## config.mk

```make
export PLATFORM = sky130hd
export DESIGN_NAME = ts_stamp_counter
export DESIGN_NICKNAME = d
export VERILOG_FILES = /design/src/rtl/ts_stamp_pkg.sv /design/src/rtl/ts_res_decode.sv /design/src/rtl/ts_prescaler.sv /design/src/rtl/ts_count_core.sv /design/src/rtl/ts_stamp_counter.sv
export SDC_FILE = /design/constraint.sdc
export NUM_CORES = 1
export LEC_CHECK = 0
export BUFFER_PORTS_ARGS = -buffer_cell sky130_fd_sc_hd__clkbuf_2
export CAP_MARGIN = 25
export CORE_ASPECT_RATIO = 1.25
export CORE_UTILIZATION = 45
export CTS_BUF_LIST = sky130_fd_sc_hd__clkbuf_4 sky130_fd_sc_hd__clkbuf_8
export CTS_CLUSTER_SIZE = 8
export DETAILED_ROUTE_END_ITERATION = 12
export PLACE_DENSITY = 0.74
export SLEW_MARGIN = 40
export SYNTH_ARGS = -nofsm -noshare
export SYNTH_HDL_FRONTEND = slang
export SYNTH_SLANG_ARGS = --single-unit
```

## constraint.sdc

```tcl
create_clock -name clk -period 13.19 [get_ports clk]
set_input_delay 0.6595 -clock clk [delete_from_list [all_inputs] [get_ports clk]]
set_output_delay 0.6595 -clock clk [all_outputs]
set_load 0.03 [all_outputs]
```

## src/rtl/ts_stamp_pkg.sv

```systemverilog
package ts_stamp_pkg;

    typedef enum logic [2:0] {
        RES_2US  = 3'd0,
        RES_4US  = 3'd1,
        RES_8US  = 3'd2,
        RES_16US = 3'd3,
        RES_32US = 3'd4,
        RES_64US = 3'd5,
        RES_HALT_A = 3'd6,
        RES_HALT_B = 3'd7
    } res_code_e;

    // Decoded resolution: run enable and log2 of the microsecond multiple
    typedef struct packed {
        logic       run;
        logic [2:0] shift;
    } res_cfg_t;

    // Increment request toward the counter
    typedef struct packed {
        logic tick;
        logic step;
    } inc_req_t;

    function automatic res_cfg_t decode_res(input logic [2:0] code);
        res_cfg_t c;
        c.run   = (code <= 3'(RES_64US));
        c.shift = c.run ? 3'(code + 3'd1) : 3'd0;
        return c;
    endfunction

    function automatic logic [1:0] inc_amount(input inc_req_t r);
        return {1'b0, r.tick} + {1'b0, r.step};
    endfunction

endpackage

```

## src/rtl/ts_res_decode.sv

```systemverilog
module ts_res_decode
    import ts_stamp_pkg::*;
(
    input  logic     clk,
    input  logic     rst,
    input  logic [2:0] res_sel,
    output res_cfg_t cfg
);
    assign cfg = decode_res(res_sel);

    // halt codes never enable the prescaler
    p_halt_codes_r3: assert property (@(posedge clk) disable iff (rst)
        (res_sel >= 3'd6) |-> !cfg.run);

    // running codes map to a shift of code+1
    p_shift_map_r2: assert property (@(posedge clk) disable iff (rst)
        (res_sel < 3'd6) |-> (cfg.run && (cfg.shift == res_sel + 3'd1)));
endmodule

```

## src/rtl/ts_prescaler.sv

```systemverilog
module ts_prescaler
    import ts_stamp_pkg::*;
#(
    parameter int CYC_PER_US = 16
) (
    input  logic     clk,
    input  logic     rst,
    input  res_cfg_t cfg,
    input  logic     restart,
    output logic     tick
);
    localparam int PMAX = CYC_PER_US * 64;
    localparam int PW   = $clog2(PMAX + 1);

    logic [PW-1:0] phase;
    logic [PW-1:0] period;

    always_comb begin
        period = PW'(CYC_PER_US) << cfg.shift;
    end

    assign tick = cfg.run && !restart && (phase >= period - PW'(1));

    always_ff @(posedge clk) begin
        if (rst) begin
            phase <= '0;
        end else if (restart) begin
            phase <= '0;
        end else if (cfg.run) begin
            if (tick) phase <= '0;
            else      phase <= phase + PW'(1);
        end
    end

    // ticks are never back to back (shortest period is two cycles)
    p_tick_spacing_r2: assert property (@(posedge clk) disable iff (rst)
        tick |=> !tick);

    // after a restart the next cycle can not tick
    p_restart_phase_r4: assert property (@(posedge clk) disable iff (rst)
        restart |=> !tick);

    // stopped prescaler keeps its phase
    p_frozen_phase_r3: assert property (@(posedge clk) disable iff (rst)
        (!cfg.run && !restart) |=> $stable(phase));
endmodule

```

## src/rtl/ts_count_core.sv

```systemverilog
module ts_count_core
    import ts_stamp_pkg::*;
#(
    parameter int CNT_W = 16
) (
    input  logic             clk,
    input  logic             rst,
    input  inc_req_t         req,
    input  logic             load,
    input  logic [CNT_W-1:0] load_val,
    input  logic             clr,
    output logic [CNT_W-1:0] count,
    output logic             wrap
);
    logic [1:0]     amt;
    logic [CNT_W:0] sum;
    logic           carry;

    always_comb begin
        amt   = inc_amount(req);
        sum   = {1'b0, count} + (CNT_W+1)'(amt);
        carry = sum[CNT_W] && !load;
    end

    always_ff @(posedge clk) begin
        if (rst) begin
            count <= '0;
            wrap  <= 1'b0;
        end else begin
            if (load) count <= load_val;
            else      count <= sum[CNT_W-1:0];
            if (carry)    wrap <= 1'b1;
            else if (clr) wrap <= 1'b0;
        end
    end

    // load lands on the next edge
    p_load_value_r4: assert property (@(posedge clk) disable iff (rst)
        load |=> (count == $past(load_val)));

    // lone step adds exactly one
    p_step_one_r5: assert property (@(posedge clk) disable iff (rst)
        (req.step && !req.tick && !load) |=> (count == $past(count) + CNT_W'(1)));

    // coincident step and tick add two
    p_double_inc_r6: assert property (@(posedge clk) disable iff (rst)
        (req.step && req.tick && !load) |=> (count == $past(count) + CNT_W'(2)));

    // flag is sticky without a clear
    p_wrap_sticky_r7: assert property (@(posedge clk) disable iff (rst)
        (wrap && !clr) |=> wrap);

    // increment from all ones raises the flag
    p_wrap_set_r7: assert property (@(posedge clk) disable iff (rst)
        ((count == {CNT_W{1'b1}}) && (req.step || req.tick) && !load) |=> wrap);

    // clear without a wrap lowers the flag
    p_wrap_clear_r8: assert property (@(posedge clk) disable iff (rst)
        (clr && !(req.step || req.tick)) |=> !wrap);
endmodule

```

## src/rtl/ts_stamp_counter.sv

```systemverilog
module ts_stamp_counter
    import ts_stamp_pkg::*;
#(
    parameter int CYC_PER_US = 16,
    parameter int CNT_W      = 16
) (
    input  logic             clk,
    input  logic             rst,
    input  logic [2:0]       res_sel,
    input  logic             load_en,
    input  logic [CNT_W-1:0] load_val,
    input  logic             step,
    input  logic             wrap_clr,
    output logic [CNT_W-1:0] stamp,
    output logic             wrapped
);
    res_cfg_t cfg;
    inc_req_t req;
    logic     tick;

    ts_res_decode u_dec (
        .clk     (clk),
        .rst     (rst),
        .res_sel (res_sel),
        .cfg     (cfg)
    );

    ts_prescaler #(.CYC_PER_US(CYC_PER_US)) u_pre (
        .clk     (clk),
        .rst     (rst),
        .cfg     (cfg),
        .restart (load_en),
        .tick    (tick)
    );

    assign req.tick = tick;
    assign req.step = step;

    ts_count_core #(.CNT_W(CNT_W)) u_core (
        .clk      (clk),
        .rst      (rst),
        .req      (req),
        .load     (load_en),
        .load_val (load_val),
        .clr      (wrap_clr),
        .count    (stamp),
        .wrap     (wrapped)
    );

    // halt codes freeze the count at the ports
    p_halt_holds_r3: assert property (@(posedge clk) disable iff (rst)
        ((res_sel >= 3'd6) && !load_en && !step) |=> $stable(stamp));

    // reset state seen at the ports
    p_reset_state_r1: assert property (@(posedge clk)
        $past(rst) |-> (stamp == '0 && !wrapped));
endmodule

```

# Word level (Yosys, flattened, before mapping)
# Index checks and enable logic that the tools add are counted.
# Widths: inputs -> output; s select.
# op_classes
n_addsub	5
order_cmp	2
shift	1
mux	5
reduce_logical	6
# ops
op	n
$add 16x2->17	1
$mux 16	1
$add 11x1->11 const B	1
$ge 11x11->1	1
$mux 11	1
$shl 5x3->11 const A	1
$sub 11x1->11 const B	1
$add 3x1->3 const B	1
$le 3x3->1 const B	1
$logic_and 1x1->1	3
$mux 3	1
$add 1x1->2	1
$mux 1	2
$reduce_bool 2->1	1
$reduce_or 2->1	1
$logic_not 1->1	1
# word_totals
regBits	28
inputBits	24
output_inout_bits	17

# Depth between registers and ports, before layout
# depth
ltp_word	10
mapped_depth	22

# Modules after synthesis
# From an unflattened synthesis, not the netlist that was laid out.
# unflattened
cells_unflattened	234
hier_area_um2	1876.8
# by_module_without_submodules
module	instances	cells_each	area_per_inst_um2	seq_area_each_um2
ts_count_core	1	117	965.9	340.3
ts_prescaler	1	106	825.8	220.2
ts_res_decode	1	11	85.1	0.0

# Least setup slack after synthesis
# OpenSTA, ideal clock, no wires.
# synth_timing
path_kind	input port to flip-flop
from	input res_sel[1]
to	register u_core.count[14]
setup_ns	0.115
arrival_ns	4.893
required_ns	13.075
path_slack_ns	8.182
stages	22
cell_sequence	inv_1 -> ha_1 -> nand2b_1 -> buf_2 -> nor2_1 -> buf_1 -> or3_1 -> ha_1 -> nand3b_1 -> a211oi_1 -> a21oi_1 -> ha_1 -> nand4_1 -> or3b_1 -> o211ai_1 -> nor3b_1 -> fa_1 -> ha_1 -> nand3_1 -> nor4_1 -> nor3_1 -> a2111oi_0
# synth_between
elab_chain_cells	9
elab_cells_between_ends	11
classes_between	add/sub: 4; order compare: 2; shift: 1; mux: 2; reduce/logical: 2
# synth_lines
element	line_no	rtl
from (decl)	ts_stamp_counter.sv:9	input logic [2:0] res_sel,
$add 3x1->3 / $le 3x3->1 (equally long branches)	ts_stamp_pkg.sv:29, ts_stamp_pkg.sv:28	
$mux 3	ts_stamp_pkg.sv:29	c.shift = c.run ? 3'(code + 3'd1) : 3'd0;
$shl 5x3->11	ts_prescaler.sv:19	period = PW'(CYC_PER_US) << cfg.shift;
$sub 11x1->11	ts_prescaler.sv:22	assign tick = cfg.run && !restart && (phase >= period - PW'(1));
$ge 11x11->1	ts_prescaler.sv:22	
$logic_and 1x1->1 (*)	ts_prescaler.sv:22	
$add 1x1->2 (*)	ts_stamp_pkg.sv:34	return {1'b0, r.tick} + {1'b0, r.step};
$add 16x2->17 (*)	ts_count_core.sv:21	sum = {1'b0, count} + (CNT_W+1)'(amt);
$mux 16 (*)	ts_count_core.sv:30	if (load) count <= load_val;
to (signal assigned)	ts_count_core.sv:30	
to (signal assigned)	ts_count_core.sv:31	else count <= sum[CNT_W-1:0];
to (decl)	ts_count_core.sv:12	output logic [CNT_W-1:0] count,
# Every way passes the cells marked *; elsewhere a longest branch is shown, timed or not.
# A chain may end at the register's enable or synchronous reset.

# Final worst setup path
# layout_timing
from	input res_sel[0]
to	register u_core.count[14]
# Same word-level chain as after synthesis.

==> qor.yml <==
clock_network:
  cts-root-buf: "clkbuf_8"
  postCtsHoldBufs: 0
  cts_setup_buffers: 0
  cts-buffers-inserted: 3
  post_cts_resized: 0
  clockBufferDepth: 2
  clock_sink_count: 28
  path_clk_slew_ns: 0.09
  cts_tree: "built"
  clk_latency_ns: 0.27
  cts-htree-levels: 1
timing:
  fin_setup_tns_ns: 0
  fin_skew_ns: 0.00288
  rsz0062_at_grt: "no"
  finalHoldViolCount: 0
  worst_slew_pin_slew_ns: 0.677
  fin_crit_sh_pct: 41.6
  worst_hold_slack_ns: 0.475
  finalCriticalPeriod_ns: 5.48
  finalMaxSlewViolations: 0
  setup_viol: 0
  fmax_mhz: 182
  slew_headroom_pct: 54.8
power_and_ir_drop:
  power.net_switching_uw: 54.7
  p_int_uw: 129
  pwr-share-seq_pct: 50.7
  p_leak_nw: 0.834
  vdd_drop_max_mv: 0.0539
  swShare_pct: 29.8
  combPwrFrac_pct: 20.1
  power_density_nw_per_um2: 88.4
  clockPowerShare_pct: 29.2
final_layout:
  final_cell_mix: "clkbuf_2 (40), dfxtp_1 (28), nand2_1 (16), nor2_1 (15), ha_1 (12)"
  antennaDiodeCount: 0
  final_common_cell: "clkbuf_2"
  layout-drive-gt1-share_pct: 21.6
  final_net_count: 279
  synthToLayoutAreaGrowth_pct: 17.4
worst_setup_path:
  cp.arrival_ns: 5.64
  cpMostUsedCell: "ha_1"
  worstPathCellList: "clkbuf_2 -> ha_1 -> nand2b_1 -> nor2_2 -> a31oi_1 -> ha_1 -> nand3b_1 -> a211oi_1 -> a21oi_1 -> ha_1 -> nand4_1 -> or3b_1 -> o211ai_1 -> nor3b_1 -> fa_1 -> ha_1 -> nand3_1 -> nor4_1 -> nor3_1 -> a2111oi_0"
  worstSetupPathType: "in -> reg"
  cp-end-kind: "register"
  start_kind: "input pin"
  crit_path_max_incr_delay_ns: 0.50
  path_delay_family: "simple AND/OR/NAND/NOR gates"
  path_buf_inv: 1
  rrSetupSlack_ns: 9.76
  path_max_fanout: 11
  crit_slowest_cell: "nor2_2"
  critPathRequiredTime_ns: 13.35
outcome:
  violations: "DRC"
  status: "finished with violations"
global_route:
  grt_max_degree: 25
  first_global_vias: 1479
  antenna_found_initial: 0
  grt-ovfl-total: 0
  grt_pass1_wl_um: 6570
  grtUsageTotal_pct: 19.7
route:
  firstDrtPassIters: 8
  routed_wl_um: 3950
  vias: 1656
  drtAntennaViolNets: 0
  drt_iter0_markers: 64
  drc: 3
  wl_per_cell_um: 13.4
  via_per_inst: 5.61
synth:
  yosysWarnings: 0
  synth_area_leaders: "dfxtp_1 (32%), ha_1 (8.5%), xor2_1 (5.5%)"
  avgSynthCellArea_um2: 8.66
  synth_seq_area_share_pct: 31.7
  syn_inst: 204
  yosys.area.top_type: "dfxtp_1"
  synth-seq-cells: 28
  synth_top_cell_area_share_pct: 31.7
  yosysUniqueCellTypes: 46
  syn-cell-area_um2: 1770
  syn-num-nets: 241
floorplanning:
  start_util_pct: 46.7
  row_count: 25
  fp.dieW_um: 58.0
  design.core.area_um2: 3780
  dieArea_um2: 4180
  io_pins: 41
  die_y_um: 72.1
min_path:
  min_path_type: "reg -> reg"
placed_design:
  hpwl_um: 3000
  globalplace.congestion: 0.806
  portBuffers: 40
flow_run:
  max-cap-violations: 0
-- kinds of logic (layout without fill, tap and decap cells) --
logic type | count (synthesis) | in the layout | share of synthesized area, %
buffers and inverters | 10 | 47 | 2.27
AO/OA/AOI/OAI | 48 | 48 | 20.0
multiplexers | 2 | 2 | 1.13
flip-flops | 28 | 28 | 31.7
adder cells (fa/ha/maj) | 13 | 13 | 9.63
XOR/XNOR | 18 | 18 | 8.92
AND/OR/NAND/NOR | 85 | 85 | 26.3
-- cell usage after synthesis (all sizes together) --
| cell | count |
|---|---|
| o2111ai | 3 |
| o211ai | 2 |
| or3b | 1 |
| xnor2 | 7 |
| nor4 | 2 |
| and4 | 3 |
| a311oi | 2 |
| a21oi | 6 |
| and3 | 4 |
| nor2 | 17 |
| a21o | 3 |
| dfxtp | 28 |
| nor2b | 1 |
| nand2b | 3 |
| o31ai | 4 |
| nand2 | 16 |
| nand3b | 2 |
| clkbuf | 3 |
| or2 | 1 |
| mux2i | 2 |
| nor3b | 1 |
| ha | 12 |
| a31oi | 2 |
| a221oi | 1 |
| nand4 | 9 |
| fa | 1 |
| nor3 | 9 |
| a211oi | 12 |
| buf | 4 |
| or3 | 5 |
| o41ai | 1 |
| and2 | 1 |
| nand3 | 6 |
| xor2 | 11 |
| a2111oi | 1 |
| o21ai | 9 |
| o21bai | 1 |
| inv | 3 |
| or4 | 4 |
| a41o | 1 |
-- layout make-up --
| type | count | area, µm² |
|---|---|---|
| Clock buffer | 4 | 55.1 |
| Fill cell | 360 | 1710 |
| Inverter | 3 | 11.3 |
| Multi-Input combinational cell | 166 | 1180 |
| Sequential cell | 28 | 561 |
| Tap cell | 54 | 67.6 |
| Timing Repair Buffer | 40 | 200 |
-- path summary, 6_finish.rpt --
path	start	end	depth (start not counted)
max	res_sel[0]	u_core.count[14]	20
min	u_core.wrap	u_core.wrap	2
max reg2reg	u_pre.phase[6]	u_core.count[14]	11
min reg2reg	u_core.wrap	u_core.wrap	2
-- registers in the layout, indices dropped and copies added (netlist names) --
name / cells
u_core.count: 16
u_core.wrap: 1
u_pre.phase: 11
-- stage by stage --
stage	worst slack [ns]	std cells	total power, mW	util [%]	instance area, µm²
6_report	7.71	295	0.183	54.8	2070
5_1_grt	7.24	295	0.192	54.8	2070
4_1_cts	7.58	295	0.183	54.4	2060
3_5_place_dp	7.31	291	0.131	53.0	2010
3_3_place_gp	7.57	291	0.130	53.0	2010
2_1_floorplan	8.18	204	0.119	-	1770
-- worst register-to-register path, delay by kind of cell (launching register included) --
family                     cells  cell delay [ns]
AOI/OAI and AO/OA              2             0.50
adders and majority gates      3             0.79
DFF                            1             0.37
and+or+nand+nor                6             1.67
-- power groups by stage --
stage / clock network (mW) / registers, mW / logic (mW)
after floorplan: 0 / 0.101 / 0.0187
after global routing: 0.0579 / 0.0936 / 0.0407
after global placement: 0 / 0.0948 / 0.0356
after CTS: 0.0542 / 0.0929 / 0.0363
final: 0.0535 / 0.0930 / 0.0368
after detailed placement: 0 / 0.0948 / 0.0362
-- metal layers --
| layer | track usage, % | wire length [µm] | up-vias |
|---|---|---|---|
| li1 | - | - | 845 |
| met1 | 26.1 | 1800 | 766 |
| met2 | 33.7 | 1970 | 41 |
| met3 | 1.78 | 134 | 4 |
| met4 | 6.35 | 44 | 0 |
| met5 | 0 | 0 | - |
Power figures use the tool's default switching activity.
